[src/rtl/i2caw_pkg.sv]
package i2caw_pkg;
  localparam int OWN_W   = 10;
  localparam int BYTE_W  = 8;
  localparam int ADDR7_W = 7;
  localparam int HDR_W   = 5;
  localparam int HI_W    = OWN_W - BYTE_W;
  localparam logic [HDR_W-1:0] HDR10 = 5'b11110;
  localparam int CNT_W   = $clog2(BYTE_W + 1);

  typedef enum logic [1:0] {
    PH_IDLE,
    PH_FIRST,
    PH_SECOND
  } phase_t;
endpackage

[src/rtl/i2caw_sync.sv]
module i2caw_sync #(
  parameter int   STAGES = 2,
  parameter logic INIT   = 1'b1
) (
  input  logic clk,
  input  logic rst_n,
  input  logic d,
  output logic q
);
  logic [STAGES-1:0] chain;

  for (genvar g = 0; g < STAGES; g++) begin : g_stage
    if (g == 0) begin : g_head
      always_ff @(posedge clk or negedge rst_n) begin
        if (!rst_n) chain[g] <= INIT;
        else        chain[g] <= d;
      end
    end else begin : g_tail
      always_ff @(posedge clk or negedge rst_n) begin
        if (!rst_n) chain[g] <= INIT;
        else        chain[g] <= chain[g-1];
      end
    end
  end

  assign q = chain[STAGES-1];
endmodule

[src/rtl/i2caw_cond.sv]
module i2caw_cond (
  input  logic clk,
  input  logic rst_n,
  input  logic scl_s,
  input  logic sda_s,
  output logic start_ev,
  output logic stop_ev,
  output logic scl_rise
);
  logic scl_p, sda_p;

  always_ff @(posedge clk or negedge rst_n) begin
    if (!rst_n) begin
      scl_p <= 1'b1;
      sda_p <= 1'b1;
    end else begin
      scl_p <= scl_s;
      sda_p <= sda_s;
    end
  end

  // clock steady high across both samples marks a bus condition
  assign start_ev = scl_p & scl_s & sda_p & ~sda_s;
  assign stop_ev  = scl_p & scl_s & ~sda_p & sda_s;
  assign scl_rise = ~scl_p & scl_s;
endmodule

[src/rtl/i2caw_shifter.sv]
module i2caw_shifter
  import i2caw_pkg::*;
(
  input  logic              clk,
  input  logic              rst_n,
  input  logic              start_ev,
  input  logic              stop_ev,
  input  logic              scl_rise,
  input  logic              sda_s,
  input  logic              go_second,
  output logic              byte_done,
  output logic [BYTE_W-1:0] byte_val,
  output logic              in_second,
  output logic              first_nack
);
  localparam logic [CNT_W-1:0] LAST_BIT = CNT_W'(BYTE_W - 1);
  localparam logic [CNT_W-1:0] ACK_BIT  = CNT_W'(BYTE_W);

  phase_t            phase;
  logic [CNT_W-1:0]  bitcnt;
  logic [BYTE_W-1:0] shreg;
  logic              active;

  assign active = (phase != PH_IDLE) && scl_rise;

  always_ff @(posedge clk or negedge rst_n) begin
    if (!rst_n) begin
      phase  <= PH_IDLE;
      bitcnt <= '0;
      shreg  <= '0;
    end else if (start_ev) begin
      phase  <= PH_FIRST;
      bitcnt <= '0;
    end else if (stop_ev) begin
      phase  <= PH_IDLE;
      bitcnt <= '0;
    end else if (active) begin
      if (bitcnt != ACK_BIT) begin
        shreg  <= {shreg[BYTE_W-2:0], sda_s};
        bitcnt <= bitcnt + 1'b1;
      end else begin
        bitcnt <= '0;
        phase  <= (phase == PH_FIRST && go_second) ? PH_SECOND : PH_IDLE;
      end
    end
  end

  // the byte is complete on its last data edge, with the live bit appended
  assign byte_done  = active && (bitcnt == LAST_BIT);
  assign byte_val   = {shreg[BYTE_W-2:0], sda_s};
  assign in_second  = (phase == PH_SECOND);
  assign first_nack = active && (bitcnt == ACK_BIT) && (phase == PH_FIRST) && sda_s;
endmodule

[src/rtl/i2caw_matcher.sv]
module i2caw_matcher
  import i2caw_pkg::*;
(
  input  logic              clk,
  input  logic              rst_n,
  input  logic              start_ev,
  input  logic              byte_done,
  input  logic              in_second,
  input  logic [BYTE_W-1:0] byte_val,
  input  logic [OWN_W-1:0]  own_addr,
  input  logic              addr10_mode,
  input  logic              gc_enable,
  output logic              hit,
  output logic              hit_gc,
  output logic              hit_rw,
  output logic              hdr_pend
);
  logic [ADDR7_W-1:0] addr7;
  logic               rw_bit, is_zero, hdr_ok;
  logic               first_hit, second_hit, gc_now, hit_now;
  logic               rw_hold;

  assign addr7   = byte_val[BYTE_W-1:1];
  assign rw_bit  = byte_val[0];
  assign is_zero = (addr7 == '0);
  assign hdr_ok  = (byte_val[BYTE_W-1 -: HDR_W] == HDR10) &&
                   (byte_val[HI_W:1] == own_addr[OWN_W-1 -: HI_W]);

  assign gc_now     = is_zero & gc_enable & ~rw_bit;
  assign first_hit  = is_zero ? gc_now
                              : (~addr10_mode & (addr7 == own_addr[ADDR7_W-1:0]));
  assign second_hit = hdr_pend & (byte_val == own_addr[BYTE_W-1:0]);
  assign hit_now    = byte_done & (in_second ? second_hit : first_hit);

  always_ff @(posedge clk or negedge rst_n) begin
    if (!rst_n) begin
      hit      <= 1'b0;
      hit_gc   <= 1'b0;
      hit_rw   <= 1'b0;
      hdr_pend <= 1'b0;
      rw_hold  <= 1'b0;
    end else begin
      hit    <= hit_now;
      hit_gc <= byte_done & ~in_second & gc_now;
      if (hit_now) hit_rw <= in_second ? rw_hold : rw_bit;
      if (start_ev) begin
        hdr_pend <= 1'b0;
      end else if (byte_done && !in_second) begin
        hdr_pend <= addr10_mode & ~is_zero & hdr_ok;
        rw_hold  <= rw_bit;
      end
    end
  end
endmodule

[src/rtl/i2c_addr_watch.sv]
module i2c_addr_watch
  import i2caw_pkg::*;
#(
  parameter int SYNC_STAGES = 2
) (
  input  logic             clk,
  input  logic             rst_n,
  input  logic             scl_in,
  input  logic             sda_in,
  input  logic [OWN_W-1:0] own_addr,
  input  logic             addr10_mode,
  input  logic             gc_enable,
  output logic             match_pulse,
  output logic             rw_dir,
  output logic             flag_start,
  output logic             flag_stop,
  output logic             flag_nack,
  output logic             flag_gc,
  output logic             bus_busy,
  output logic             scl_held_low
);
  logic              scl_s, sda_s;
  logic              start_ev, stop_ev, scl_rise;
  logic              byte_done, in_second, first_nack;
  logic [BYTE_W-1:0] byte_val;
  logic              hit, hit_gc, hit_rw, hdr_pend;

  i2caw_sync #(.STAGES(SYNC_STAGES), .INIT(1'b1)) u_sync_scl (
    .clk(clk), .rst_n(rst_n), .d(scl_in), .q(scl_s));
  i2caw_sync #(.STAGES(SYNC_STAGES), .INIT(1'b1)) u_sync_sda (
    .clk(clk), .rst_n(rst_n), .d(sda_in), .q(sda_s));

  i2caw_cond u_cond (
    .clk(clk), .rst_n(rst_n), .scl_s(scl_s), .sda_s(sda_s),
    .start_ev(start_ev), .stop_ev(stop_ev), .scl_rise(scl_rise));

  i2caw_shifter u_shift (
    .clk(clk), .rst_n(rst_n), .start_ev(start_ev), .stop_ev(stop_ev),
    .scl_rise(scl_rise), .sda_s(sda_s), .go_second(hdr_pend),
    .byte_done(byte_done), .byte_val(byte_val), .in_second(in_second),
    .first_nack(first_nack));

  i2caw_matcher u_match (
    .clk(clk), .rst_n(rst_n), .start_ev(start_ev), .byte_done(byte_done),
    .in_second(in_second), .byte_val(byte_val), .own_addr(own_addr),
    .addr10_mode(addr10_mode), .gc_enable(gc_enable),
    .hit(hit), .hit_gc(hit_gc), .hit_rw(hit_rw), .hdr_pend(hdr_pend));

  // event flags: each is set by one bus event and cleared by another
  always_ff @(posedge clk or negedge rst_n) begin
    if (!rst_n) begin
      flag_start   <= 1'b0;
      flag_stop    <= 1'b0;
      flag_nack    <= 1'b0;
      flag_gc      <= 1'b0;
      bus_busy     <= 1'b0;
      scl_held_low <= 1'b0;
    end else begin
      if (hit)           flag_start <= 1'b1;
      else if (stop_ev)  flag_start <= 1'b0;

      if (stop_ev)       flag_stop <= 1'b1;
      else if (start_ev) flag_stop <= 1'b0;

      if (start_ev)        flag_nack <= 1'b0;
      else if (first_nack) flag_nack <= 1'b1;

      if (start_ev)    flag_gc <= 1'b0;
      else if (hit_gc) flag_gc <= 1'b1;

      if (start_ev)     bus_busy <= 1'b1;
      else if (stop_ev) bus_busy <= 1'b0;

      scl_held_low <= bus_busy & ~scl_s;
    end
  end

  assign match_pulse = hit;
  assign rw_dir      = hit_rw;
endmodule

[config.mk]
export PLATFORM = sky130hd
export DESIGN_NAME = i2c_addr_watch
export DESIGN_NICKNAME = d
export VERILOG_FILES = /design/src/rtl/i2caw_pkg.sv /design/src/rtl/i2caw_sync.sv /design/src/rtl/i2caw_cond.sv /design/src/rtl/i2caw_shifter.sv /design/src/rtl/i2caw_matcher.sv /design/src/rtl/i2c_addr_watch.sv
export SDC_FILE = /design/constraint.sdc
export NUM_CORES = 1
export LEC_CHECK = 0
export BUFFER_PORTS_ARGS = -buffer_cell sky130_fd_sc_hd__buf_2
export CORE_ASPECT_RATIO = 1.25
export CORE_MARGIN = 4
export CORE_UTILIZATION = 45
export CTS_CLUSTER_DIAMETER = 150
export DETAILED_ROUTE_END_ITERATION = 6
export PLACE_DENSITY = 0.69
export SETUP_SLACK_MARGIN = 0.1
export SYNTH_ARGS = -nofsm -noshare
export SYNTH_HDL_FRONTEND = slang
export SYNTH_HIERARCHICAL = 1
export SYNTH_SLANG_ARGS = --single-unit
[constraint.sdc]
create_clock -name clk -period 2.15 [get_ports clk]
set_input_delay 0.5375 -clock clk [delete_from_list [all_inputs] [get_ports clk]]
set_output_delay 0.5375 -clock clk [all_outputs]
set_load 0.005 [all_outputs]
==> Word level (Yosys, flattened, before mapping) <==
Index checks and enable logic that the tools add are counted.
{ "totals": {"register_bits": 30, "in_bits": 16, "output_inout_bits": 8, "wordCells": 99} }
{ "op_classes": {"n_addsub": 1, "n_eq_ne": 10, "mux": 23, "bitwise_logic": 25, "n_reduce_logical": 20} }
{ "op_table": {"columns": ["op", "n"], "rows": [
  ["$and 1x1->1", 16],
  ["$mux 4", 4],
  ["$mux 1", 14],
  ["$reduce_bool 2->1", 6],
  ["$mux 2", 5],
  ["$not 1->1", 9],
  ["$eq 8x8->1", 1],
  ["$logic_and 1x1->1", 8],
  ["$eq 7x7->1", 1],
  ["$logic_not 7->1", 1],
  ["$eq 5x5->1 const B", 1],
  ["$add 4x1->4 const B", 1],
  ["$eq 4x3->1 const B", 1],
  ["$eq 4x4->1 const B", 1],
  ["$ne 4x4->1 const B", 1],
  ["$reduce_and 2->1", 2],
  ["$reduce_and 4->1", 1],
  ["$ne 3x3->1 const B", 1],
  ["$reduce_bool 3->1", 1],
  ["$eq 2x1->1 const B", 1],
  ["$eq 2x2->1", 1],
  ["$eq 2x2->1 const B", 1],
  ["$logic_not 1->1", 1]
]} }

==> Longest topological paths before layout <==
{ "depth": {"ltp_word": 8, "mapped_depth": 7, "ltp_nobuf": 7} }

==> Hierarchy <==
Netlist, hierarchy kept.
{ "modules_own_cells": {"columns": ["mod", "instances", "cells_per_inst", "area_each_um2", "seq_area_each_um2"], "rows": [
  ["i2caw_shifter", 1, 60, 641.9, 325.3],
  ["i2caw_matcher", 1, 45, 437.9, 125.1],
  ["i2c_addr_watch", 1, 16, 198.9, 150.1],
  ["i2caw_sync", 2, 2, 52.6, 52.6],
  ["i2caw_cond", 1, 5, 78.8, 52.6]
]} }

==> Worst setup path after synthesis <==
Ideal clock, no wire load.
{ "synth_timing": {"path_type": "flip-flop to flip-flop", "startpoint": "reg u_sync_scl.chain[1] (netlist: u_sync_scl/q)", "endpoint": "reg u_match.hit_rw", "setup_ps": 125, "t_arrival_ps": 1850, "required_time_ps": 2025, "path_slack_ps": 174, "path_stages_with_launch": 8, "n_path_buf": 0, "synth_period_minus_slack_ps": 1976, "cell_sequence": "dfstp_2 > nor2b_1 > o21ai_1 > nor3_1 > nand3_1 > o31ai_1 > o31a_1 > mux2_4"} }
{ "synth_between": {"elab_chain_cells": 4} }
{ "synth_rtl": {"columns": ["item", "line", "rtl"], "rows": [
  ["from (decl)", "i2caw_sync.sv:10", "logic [STAGES-1:0] chain;"],
  ["from (signal, indexed assignment)", "i2caw_sync.sv:21", "else chain[g] <= chain[g-1];"],
  ["$and 1x1->1", "i2caw_cond.sv:25", "assign scl_rise = ~scl_p & scl_s;"],
  ["net scl_rise", "i2c_addr_watch.sv:23", "logic start_ev, stop_ev, scl_rise;"],
  ["$logic_and 1x1->1", "i2caw_shifter.sv:24", "assign active = (phase != PH_IDLE) && scl_rise;"],
  ["$logic_and 1x1->1", "i2caw_shifter.sv:49", "assign byte_done = active && (bitcnt == LAST_BIT);"],
  ["net byte_done", "i2c_addr_watch.sv:24", "logic byte_done, in_second, first_nack;"],
  ["$and 1x1->1", "i2caw_matcher.sv:33", "assign hit_now = byte_done & (in_second ? second_hit : first_hit);"],
  ["net u_match.hit_now", "i2caw_matcher.sv:20", "logic first_hit, second_hit, gc_now, hit_now;"],
  ["to (signal assigned)", "i2caw_matcher.sv:45", "if (hit_now) hit_rw <= in_second ? rw_hold : rw_bit;"],
  ["to (decl)", "i2caw_matcher.sv:15", "output logic hit_rw,"]
]} }
The timed path passes the listed nets, and every way through them passes these cells.
A chain may end at the register's enable or synchronous reset.

==> Final worst setup path <==
Ends and elaborated chain as after synthesis.

==> results.toml <==
[status]
status = "finished, final reports clean"

[critical_path]
critPathLaunchType = "flip-flop"
critPathMaxFanout = 5
worstPathRequired_ns = 2.37
critPathKind = "reg -> reg"
critical_path_arrival_ns = 2.22
end_kind = "flip-flop"

[final_layout]
drive_gt1_share_pct = 36.1
reg.largest.list = "u_shift/shreg (7), u_shift/bitcnt (4), u_shift/phase (2)"
final_cells = 202
largest_register_ffs = 7
largest_register = "u_shift/shreg"
nets = 183
antennaDiodeCount = 0
syn_to_final_growth_pct = 20.2

[hold_path]
hold_path.class = "in -> async"

[run]
maxCapViolCount = 0

[drt]
drtAntennaViolNets = 0
vias = 1087
drtIter0Drc = 32
drc = 0
first_pass_iters = 4
drt-total-wl_um = 2990
wl_per_cell_um = 14.8
vias_per_cell = 5.38

[global_routing]
top_usage_layer = "met2"
grt_usage_pct = 16.1
gr-usage-met2_pct = 26.2
grt_pass1_wl_um = 4980
antenna_found_initial = 0
grt-ovfl-total = 0
grt_pass1_vias = 1063
met3_usage_pct = 4.86
grt_use_met1_pct = 18.4
grt_max_degree = 31

[sta]
max_freq_mhz = 499
setup_viol = 0
rsz0062_at_grt = "yes"
worst_pin_slew_ns = 0.626
fin_crit_sh_pct = 93.1
tns_ns = 0
slew_headroom_pct = 58.2
fin_crit_ns = 2.00
hold_viol_final = 0
slew_viol_final = 0
worst_clock_skew_ns = 0.00291

[placed_design]
port_buffers = 23
gp_congestion = 0.779
dpl.hpwl_um = 2210
dp.cells = 191

[die]
dieArea_um2 = 4230
io_pins = 24
coreArea_um2 = 3030
die_y_um = 71.7
initial_utilization_pct = 48.3
rows = 22
die_w_um = 59.0

[synth]
synth_cells = 130
synth_most_common_cell = "dfrtp_1"
synth_flop_cell = "dfrtp_1"
synth-edff-count = 0
synth_seq_cells = 30
async_reset_ff_share_pct = 100
synth_area_leaders = "dfrtp_1, dfstp_2, mux2_2"
synth_top_area_share_pct = 41.1
synth_top_cell_by_area = "dfrtp_1"
yosysUniqueCellTypes = 36
yosysWarningCount = 6
syn-cell-area_um2 = 1460
synth_top_cells_by_count = "dfrtp_1, mux2_2, nand2_1, xor2_1, xnor2_1"
synth.yosys.seq_area_share_pct = 51.8
synth_fp_nets = 148
syn_area_per_cell_um2 = 11.3

[cts]
cts-root-buf = "clkbuf_4"
clk_pin_slew_ns = 0.09
cts_num_sinks = 30
clk_path_buf_depth = 2
cts_made_buffers = 5
hold_buffers = 0
clock_latency_ns = 0.33
h-tree-depth = 2
cts_tree = "yes"

[power]
netSwitchingFraction_pct = 31.5
power.switching_mw = 0.507
internal_power_mw = 1.10
power_frac_seq_pct = 50.8
p_clk_share_pct = 25.6
pwr-share-comb_pct = 23.6
power.leakage_nw = 0.825
vdd_drop_max_v = 0.000561
powerDensity_nw_per_um2 = 916
cell type report:
class | count | area [um^2]
clock buffer | 8 | 78.8
inverter | 6 | 22.5
fill | 278 | 1270
sequential | 30 | 758
multi-input combinational | 92 | 686
timing repair buffer | 30 | 168
tap | 36 | 45.0
critical path, stage by stage, from the launching register on:
cell and delay [ns]:
dfstp_2 0.57, nor2b_4 0.16, o21ai_2 0.07, nor3_2 0.22
nand3_1 0.12, o31ai_1 0.23, o31a_1 0.22, mux2_4 0.31
what timing repair did:
item	4_1_cts	5_1_grt
pin swaps	0	3
setup endpoints to repair	1	1
gates resized for setup	1	3
buffers inserted	1	2
cells in the final DEF (no fill, tap or decap), types with 6 or more instances in the layout:
cell     count
a21oi_1      6
buf_2       23
buf_4        7
dfrtp_1     24
dfstp_2      6
inv_1        6
mux2_2       9
nand2_1      9
nand3_1      7
nor2_1       6
xnor2_1      8
xor2_1       9
power groups by stage:
stage               Sequential [mW]  Clock, mW  Combinational (mW)
floorplan                     0.793          0               0.284
global placement              0.822          0               0.361
detailed placement            0.826          0               0.379
CTS                           0.816      0.432               0.382
global route                  0.840      0.459               0.419
finish                        0.818      0.412               0.381
stage by stage:
stage          hold slack, ns  setup WS, ns  cell area, um^2  utilization [%]  total power [mW]
2_1_floorplan           0.242         0.174             1460                -              1.08
3_3_place_gp            0.346         0.177             1640             54.2              1.18
3_5_place_dp            0.349        0.0194             1640             54.2              1.20
4_1_cts                 0.226         0.106             1730             57.2              1.63
5_1_grt                 0.258        0.0605             1760             58.1              1.72
6_report                0.212         0.147             1760             58.1              1.61
path summary, 6_finish.rpt:
check | slack [ns] | cells past startpoint | startpoint | endpoint
setup / recovery | 0.15 | 7 | u_sync_scl/q | u_match/hit_rw
hold / removal | 0.21 | 1 | rst_n | scl_held_low
setup reg to reg | 0.15 | 7 | u_sync_scl/q | u_match/hit_rw
hold reg to reg | 0.36 | 0 | u_sync_scl/chain[0] | u_sync_scl/q
max in group asynchronous | 1.53 | 1 | rst_n | u_shift/phase[0]
min in group clk | 0.30 | 1 | sda_in | u_sync_sda/chain[0]
kinds of logic after synthesis:
| group | Yosys count | synth area share [%] |
|---|---|---|
| simple gates | 47 | 19.2 |
| flops | 30 | 51.8 |
| xor+xnor | 17 | 10.2 |
| compound gates | 16 | 6.76 |
| mux | 10 | 7.96 |
| buf+inv | 8 | 2.39 |
| fa+ha+maj | 2 | 1.71 |
metal layers:
| metal | part of all wire [%] | wire (um) | vias up |
|---|---|---|---|
| li1 | - | - | 526 |
| met1 | 39 | 1150 | 517 |
| met2 | 53 | 1590 | 38 |
| met3 | 5.8 | 174 | 6 |
| met4 | 2.5 | 75 | 0 |
| met5 | 0 | 0 | - |
(Power assumes the default switching activity.)
